<file path="config.mk">
export PLATFORM = sky130hd
export DESIGN_NAME = exc_accept_ctrl
export DESIGN_NICKNAME = d
export VERILOG_FILES = /design/src/rtl/exc_pkg.sv /design/src/rtl/exc_res_edge.sv /design/src/rtl/exc_arbiter.sv /design/src/rtl/exc_seq.sv /design/src/rtl/exc_accept_ctrl.sv
export SDC_FILE = /design/constraint.sdc
export NUM_CORES = 1
export LEC_CHECK = 0
export BUFFER_PORTS_ARGS = -buffer_cell sky130_fd_sc_hd__buf_2
export CAP_MARGIN = 20
export CORE_ASPECT_RATIO = 1.2
export CORE_MARGIN = 1
export CORE_UTILIZATION = 47
export CTS_CLUSTER_DIAMETER = 30
export DETAILED_ROUTE_END_ITERATION = 6
export PLACE_DENSITY = 0.8
export SYNTH_ARGS = -nofsm -noshare
export SYNTH_HDL_FRONTEND = slang
export SYNTH_HIERARCHICAL = 1
export SYNTH_SLANG_ARGS = --single-unit
export TNS_END_PERCENT = 50
</file>
<file path="constraint.sdc">
create_clock -name clk -period 13.21 [get_ports clk]
set_input_delay 2.642 -clock clk [delete_from_list [all_inputs] [get_ports clk]]
set_output_delay 2.642 -clock clk [all_outputs]
set_load 0.01 [all_outputs]
</file>
<file path="src/rtl/exc_pkg.sv">
package exc_pkg;
  typedef enum logic [1:0] {
    ST_RUN     = 2'd0,
    ST_PUSH_PC = 2'd1,
    ST_PUSH_CC = 2'd2,
    ST_BRANCH  = 2'd3
  } exc_state_e;

  typedef enum logic [1:0] {
    EK_NONE  = 2'd0,
    EK_RESET = 2'd1,
    EK_IRQ   = 2'd2,
    EK_TRAP  = 2'd3
  } exc_kind_e;

  localparam logic [1:0] CLS_CTLMOD = 2'd1;
endpackage

</file>
<file path="src/rtl/exc_res_edge.sv">
module exc_res_edge (
  input  logic clk,
  input  logic rst,
  input  logic pin_n,
  output logic rise,
  output logic held
);
  logic prev_q;

  always_ff @(posedge clk) begin
    if (rst) prev_q <= 1'b1;
    else     prev_q <= pin_n;
  end

  assign rise = pin_n & ~prev_q;
  assign held = ~pin_n;

  // a release is seen at one edge only
  a_r2_single_rise: assert property (@(posedge clk) disable iff (rst)
    rise |=> !rise);
endmodule

</file>
<file path="src/rtl/exc_arbiter.sv">
module exc_arbiter
  import exc_pkg::*;
#(
  parameter int AW        = 32,
  parameter int VW        = 8,
  parameter int TRAP_BASE = 8
) (
  input  logic          res_rise,
  input  logic          in_run,
  input  logic          chain_pt,
  input  logic          inhibit,
  input  logic          insn_end,
  input  logic [1:0]    insn_cls,
  input  logic          irq_req,
  input  logic [VW-1:0] irq_vec,
  input  logic          trap_stb,
  input  logic [1:0]    trap_op,
  output exc_kind_e     take,
  output logic [AW-1:0] take_vec
);
  localparam int PADW = AW - VW - 2;

  logic          irq_window;
  logic [VW-1:0] trap_num;

  assign irq_window = ~inhibit &
                      ((in_run & insn_end & (insn_cls != CLS_CTLMOD)) | chain_pt);
  assign trap_num   = VW'(TRAP_BASE) + VW'(trap_op);

  always_comb begin
    take     = EK_NONE;
    take_vec = '0;
    if (res_rise) begin
      take     = EK_RESET;
    end else if (irq_req && irq_window) begin
      take     = EK_IRQ;
      take_vec = {{PADW{1'b0}}, irq_vec, 2'b00};
    end else if (trap_stb && in_run) begin
      take     = EK_TRAP;
      take_vec = {{PADW{1'b0}}, trap_num, 2'b00};
    end
  end
endmodule

</file>
<file path="src/rtl/exc_seq.sv">
module exc_seq
  import exc_pkg::*;
#(
  parameter int AW = 32,
  parameter int CW = 8,
  parameter int WB = 4
) (
  input  logic          clk,
  input  logic          rst,
  input  logic          hold,
  input  exc_kind_e     take,
  input  logic [AW-1:0] take_vec,
  input  logic          insn_end,
  input  logic [AW-1:0] pc_in,
  input  logic [CW-1:0] ccr_in,
  input  logic [AW-1:0] sp_in,
  input  logic          stk_ack,
  input  logic          br_ack,
  output exc_state_e    state,
  output logic          inhibit,
  output logic          stk_wr,
  output logic [AW-1:0] stk_addr,
  output logic [AW-1:0] stk_data,
  output logic          br_req,
  output logic [AW-1:0] vec_addr,
  output exc_kind_e     kind
);
  localparam logic [AW-1:0] STEP = AW'(WB);

  logic [CW-1:0] ccr_q;
  logic [AW-1:0] vec_q;

  always_ff @(posedge clk) begin
    if (rst || hold) begin
      state  <= ST_RUN;
      stk_wr <= 1'b0;
      br_req <= 1'b0;
      kind   <= EK_NONE;
      if (rst) begin
        stk_addr <= '0;
        stk_data <= '0;
        vec_addr <= '0;
        vec_q    <= '0;
        ccr_q    <= '0;
      end
    end else if (take == EK_RESET) begin
      state    <= ST_BRANCH;
      kind     <= EK_RESET;
      stk_wr   <= 1'b0;
      br_req   <= 1'b1;
      vec_addr <= '0;
    end else if (take != EK_NONE) begin
      state    <= ST_PUSH_PC;
      kind     <= take;
      vec_q    <= take_vec;
      ccr_q    <= ccr_in;
      stk_wr   <= 1'b1;
      stk_addr <= sp_in - STEP;
      stk_data <= pc_in;
      br_req   <= 1'b0;
    end else begin
      case (state)
        ST_PUSH_PC: if (stk_ack) begin
          state    <= ST_PUSH_CC;
          stk_addr <= stk_addr - STEP;
          stk_data <= {{(AW-CW){1'b0}}, ccr_q};
        end
        ST_PUSH_CC: if (stk_ack) begin
          state    <= ST_BRANCH;
          stk_wr   <= 1'b0;
          br_req   <= 1'b1;
          vec_addr <= vec_q;
        end
        ST_BRANCH: if (br_ack) begin
          state  <= ST_RUN;
          br_req <= 1'b0;
          kind   <= EK_NONE;
        end
        default: ;
      endcase
    end
  end

  // post-reset interrupt block: set by reset handling, cleared by first instruction end
  always_ff @(posedge clk) begin
    if (rst || hold)                       inhibit <= 1'b0;
    else if (take == EK_RESET)             inhibit <= 1'b1;
    else if (state == ST_RUN && insn_end)  inhibit <= 1'b0;
  end

  a_r9_exclusive_req: assert property (@(posedge clk) disable iff (rst)
    $onehot0({stk_wr, br_req}));

  a_r9_second_push_below: assert property (@(posedge clk) disable iff (rst || hold)
    (state == ST_PUSH_PC && stk_ack && take == EK_NONE) |=>
      (stk_addr == $past(stk_addr) - STEP));

  a_r10_branch_held: assert property (@(posedge clk) disable iff (rst || hold)
    (br_req && !br_ack && take == EK_NONE) |=> (br_req && $stable(vec_addr)));

  a_r2_reset_no_push: assert property (@(posedge clk) disable iff (rst)
    (kind == EK_RESET) |-> !stk_wr);
endmodule

</file>
<file path="src/rtl/exc_accept_ctrl.sv">
module exc_accept_ctrl
  import exc_pkg::*;
#(
  parameter int AW        = 32,
  parameter int VW        = 8,
  parameter int CW        = 8,
  parameter int WB        = 4,
  parameter int TRAP_BASE = 8
) (
  input  logic          clk,
  input  logic          rst,
  input  logic          res_pin_n,
  input  logic          irq_req,
  input  logic [VW-1:0] irq_vec,
  input  logic          trap_stb,
  input  logic [1:0]    trap_op,
  input  logic          insn_end,
  input  logic [1:0]    insn_cls,
  input  logic [AW-1:0] pc_in,
  input  logic [CW-1:0] ccr_in,
  input  logic [AW-1:0] sp_in,
  input  logic          stk_ack,
  input  logic          br_ack,
  output logic          exc_mode,
  output logic [1:0]    exc_kind,
  output logic          stk_wr,
  output logic [AW-1:0] stk_addr,
  output logic [AW-1:0] stk_data,
  output logic          br_req,
  output logic [AW-1:0] vec_addr
);
  logic          res_rise, res_held, inhibit;
  exc_state_e    state;
  exc_kind_e     take, kind;
  logic [AW-1:0] take_vec;

  exc_res_edge u_edge (
    .clk(clk), .rst(rst), .pin_n(res_pin_n), .rise(res_rise), .held(res_held)
  );

  exc_arbiter #(.AW(AW), .VW(VW), .TRAP_BASE(TRAP_BASE)) u_arb (
    .res_rise(res_rise),
    .in_run(state == ST_RUN),
    .chain_pt(state == ST_BRANCH && br_ack),
    .inhibit(inhibit),
    .insn_end(insn_end),
    .insn_cls(insn_cls),
    .irq_req(irq_req),
    .irq_vec(irq_vec),
    .trap_stb(trap_stb),
    .trap_op(trap_op),
    .take(take),
    .take_vec(take_vec)
  );

  exc_seq #(.AW(AW), .CW(CW), .WB(WB)) u_seq (
    .clk(clk), .rst(rst), .hold(res_held),
    .take(take), .take_vec(take_vec), .insn_end(insn_end),
    .pc_in(pc_in), .ccr_in(ccr_in), .sp_in(sp_in),
    .stk_ack(stk_ack), .br_ack(br_ack),
    .state(state), .inhibit(inhibit),
    .stk_wr(stk_wr), .stk_addr(stk_addr), .stk_data(stk_data),
    .br_req(br_req), .vec_addr(vec_addr), .kind(kind)
  );

  assign exc_mode = (state != ST_RUN);
  assign exc_kind = kind;

  a_r5_ctl_class_blocks_irq: assert property (@(posedge clk) disable iff (rst)
    (!exc_mode && insn_end && insn_cls == CLS_CTLMOD) |=> (exc_kind != 2'd2));

  a_r12_push_unaffected: assert property (@(posedge clk) disable iff (rst)
    (stk_wr && !stk_ack && res_pin_n && !res_rise) |=>
      ($stable(exc_kind) && $stable(stk_addr) && $stable(stk_data)));

  a_r3_idle_while_held: assert property (@(posedge clk) disable iff (rst)
    (!res_pin_n) |=> (!stk_wr && !br_req));
endmodule

</file>
==> results by group <==
Drt
  – Detailed Routing Iterations Pass 1: 4
  – Initial drt markers: roughly 330
  – Drt wl/cell: approximately 17 um
  – Total number of vias: 5519
  – DR DRC count: 0
  – Final WL: roughly 17000 um
  – Routed vias/inst: 5.421
  – ANT nets after route: 0

STA
  – Period utilization: 0.4756
  – Minimum clock period: ~6.3 ns
  – Slew headroom: 0.3407
  – FMAX: 159.2 MHz
  – Fin. Hold Viols: 0
  – RSZ-0062 raised after global routing: false
  – Worst Tran Pin Value: 0.9889 ns
  – Setup Skew: between 0.007 and 0.008 ns
  – Setup violations, final: 0
  – Setup WS post-layout: between 6 and 7 ns
  – Slew Limit Fails: 0
  – Setup TNS: 0 ns

Floorplan
  – # IOs: slightly below 200
  – CORE AREA: approximately 15000 sq um
  – Full die area: 16010 sq um
  – Die X-Extent: ~120 um
  – Number of cell rows: 49
  – Starting Density: 0.4833
  – DIE HEIGHT: 138.4 um

Yosys
  – Synth area leaders: edfxtp_1 (56%), and2_1 (6.8%), and3_1 (3.0%)
  – #FFs+latches synth: ~140
  – Sequential area share after synthesis: 0.5822
  – Yosys cell types: 60
  – Async set or reset register ratio after synthesis: 0
  – Predominant post-synthesis flop cell: edfxtp_1
  – Synthesized area per cell: 11.74 sq um
  – Syn Inst Count: just over 600
  – YS warnings: 6
  – Yosys top cell by area: edfxtp_1
  – Most common library cells after synthesis: edfxtp_1 (136), and2_1 (79), nand2_1 (54)
  – Count leader, synth: edfxtp_1
  – Post-synthesis cell area: ~7300 sq um
  – Synth top area share: 0.5602
  – Post-synth EDFFs: between 100 and 150

Power
  – Worst VDD drop: 0.06597 mV
  – Pwr/cell area: about 140 nW/um^2
  – Leak: between 3 and 4 nW

Critical path
  – Max FO, Critical Path: a little over 50
  – CP required: 13.37 ns
  – Slowest stage delay, CP: 0.70 ns
  – Crit path capture type: register
  – Reg2Reg Depth: 10
  – WP data arrival: roughly 6.5 ns
  – Crit path max-delay family: simple AND/OR/NAND/NOR gates
  – Crit path buffers/inverters: 2
  – WS Path Type: in -> reg
  – Crit path launch type: input pin
  – Critical Path Stages: 11
  – Worst path cell trace: buf_2 > and3_2 > a31oi_4 > o21ai_1 > nand2b_1 > or2_2 > buf_4 > a21oi_1 > or3_1 > nor4_2 > mux2_1
  – Slowest cell on crit path: nand2b_1

Clock network
  – Htree depth: 4
  – Worst-path clk slew: 0.06 ns
  – Root Buffer: clkbuf_16
  – CTS buffer count: 17
  – Clock Latency Late Sink: a little over 0.4 ns
  – Post-CTS setup buffer count: 0
  – Longest Clk Path Bufs: 2
  – Num Clock Sinks: 144
  – Post_cts resized: 0
  – Cts-stage hold buffer count: 0
  – CTS tree: built

Min path
  – Hold depth: 2
  – Hold Crit Class: reg -> reg

Finish
  – N_diodes: 0
  – Fillers: roughly 1300
  – Share of layout cells above drive strength 1: 0.3206
  – Layout Nets: a little under 900
  – Area grow syn2layout: 22.78%
  – Seq. cell area: 4244 sq um
  – Multi-input logic area: ~2800 sq um

Global routing
  – Pin count of the biggest net entering global routing: 52
  – GRT Residual Overflow: 0
  – Vias in the first global route: 5246
  – Antenna violations before repair: 0
  – First-pass GRT wire length: ~27000 um
  – All-Layer GR Usage: 0.2195

Placement
  – Setup WS pre-CTS: 6.561 ns
  – # port buffers: approximately 190
  – Placer congestion estimate: between 0.9 and 1
  – Post-DP HPWL: 11630 um

Run
  – Max-cap violations: 0

Outcome
  – Outcome: completed
[final cells by class]
cell class | count | area share
sequential | 144 | 0.4742
inverter | 7 | 0.002936
multi-input combinational | 432 | 0.3077
timing repair buffer | 199 | 0.1132
tap | 204 | 0.02852
clock buffer | 17 | 0.04753
clock inverter | 15 | 0.02586
[layer usage]
metal  track usage  share of wire  routed length (um)  up-vias
met5             0              0                   0        -
met4       0.09042          0.018                 301        0
met3       0.04691          0.085                1440       26
met2        0.3558           0.49                8347      290
met1        0.2841           0.41                6934     2591
li1              -              -                   -     2612
[worst paths after layout]
path / from / slack (ns) / to
setup reg to reg: u_seq/state[1] / 8.75 / u_seq/stk_addr[14]
hold reg to reg: u_seq/kind[0] / 0.51 / u_seq/kind[0]
setup / recovery: br_ack / 6.93 / u_seq/stk_addr[28]
hold / removal: u_seq/kind[0] / 0.51 / u_seq/kind[0]
[through the flow]
step | instances | hold WS (ns) | power, mW | util | area [sq um]
after floorplan | 644 | 0.4704 | 0.6984 | - | 7376
after global placement | 986 | 0.4920 | 0.7613 | 0.5499 | 8293
after detailed placement | 986 | 0.4923 | 0.7654 | 0.5499 | 8293
after CTS | 1018 | 0.5111 | 1.295 | 0.5934 | 8950
after global routing | 1018 | 0.5279 | 1.335 | 0.5934 | 8950
final | 1018 | 0.5091 | 1.285 | 0.5934 | 8950
[logic make-up after synthesis]
| kind of cell | share of synthesized area |
|---|---|
| other cells | 0.0005144 |
| flops | 0.5822 |
| xor+xnor | 0.008411 |
| compound gates | 0.08376 |
| fa+ha+maj | 0.001716 |
| buf+inv | 0.05407 |
| mux | 0.03793 |
| simple gates | 0.2314 |
[report_power, final]
group / internal, mW / switching (mW) / total (mW)
Combinational: 0.0723 / 0.122 / 0.194
Sequential: 0.546 / 0.0191 / 0.565
Clock: 0.338 / 0.188 / 0.526
[cells in the final DEF (no fill, tap or decap), types with 3 or more instances in the layout]
master and count:
mux2_1 10, inv_1 7, mux2i_1 15, nor3b_1 4
o21a_1 4, conb_1 24, nand2b_1 3, clkbuf_16 17
dfxtp_1 8, nand3_1 7, o211ai_1 4, inv_6 3
nor4_1 7, or2_2 3, xnor2_1 6, o21ai_0 6
or4_1 15, buf_4 7, o31ai_1 13, nor3_1 26
nand2_1 54, and2_1 79, nor2_1 26, a31oi_1 4
clkinv_4 4, a211oi_1 3, and3_1 35, bufinv_16 5
nor2b_1 3, nor4_2 6, buf_2 192, edfxtp_1 136
a21oi_1 34
[state kept, by name, indices dropped and copies added, names as in the netlist]
signal	flops
u_seq/stk_addr	32
u_seq/stk_data	32
u_seq/vec_addr	32
u_seq/vec_q	32
u_seq/ccr_q	8
u_seq/kind	2
u_seq/state	2
u_edge/prev_q	1
u_seq/br_req	1
u_seq/inhibit	1
u_seq/stk_wr	1
[worst reg2reg max path, cell delays in order (launching register included)]
cell	delay [ns]
dfxtp_1	0.50
and3_2	0.29
a31oi_4	0.05
o21ai_1	0.20
nand2b_1	0.53
nor2_4	0.55
buf_4	0.57
mux2i_1	0.48
nand4_4	0.32
or4_1	0.55
and3_1	0.19
(Power assumes the default switching activity.)
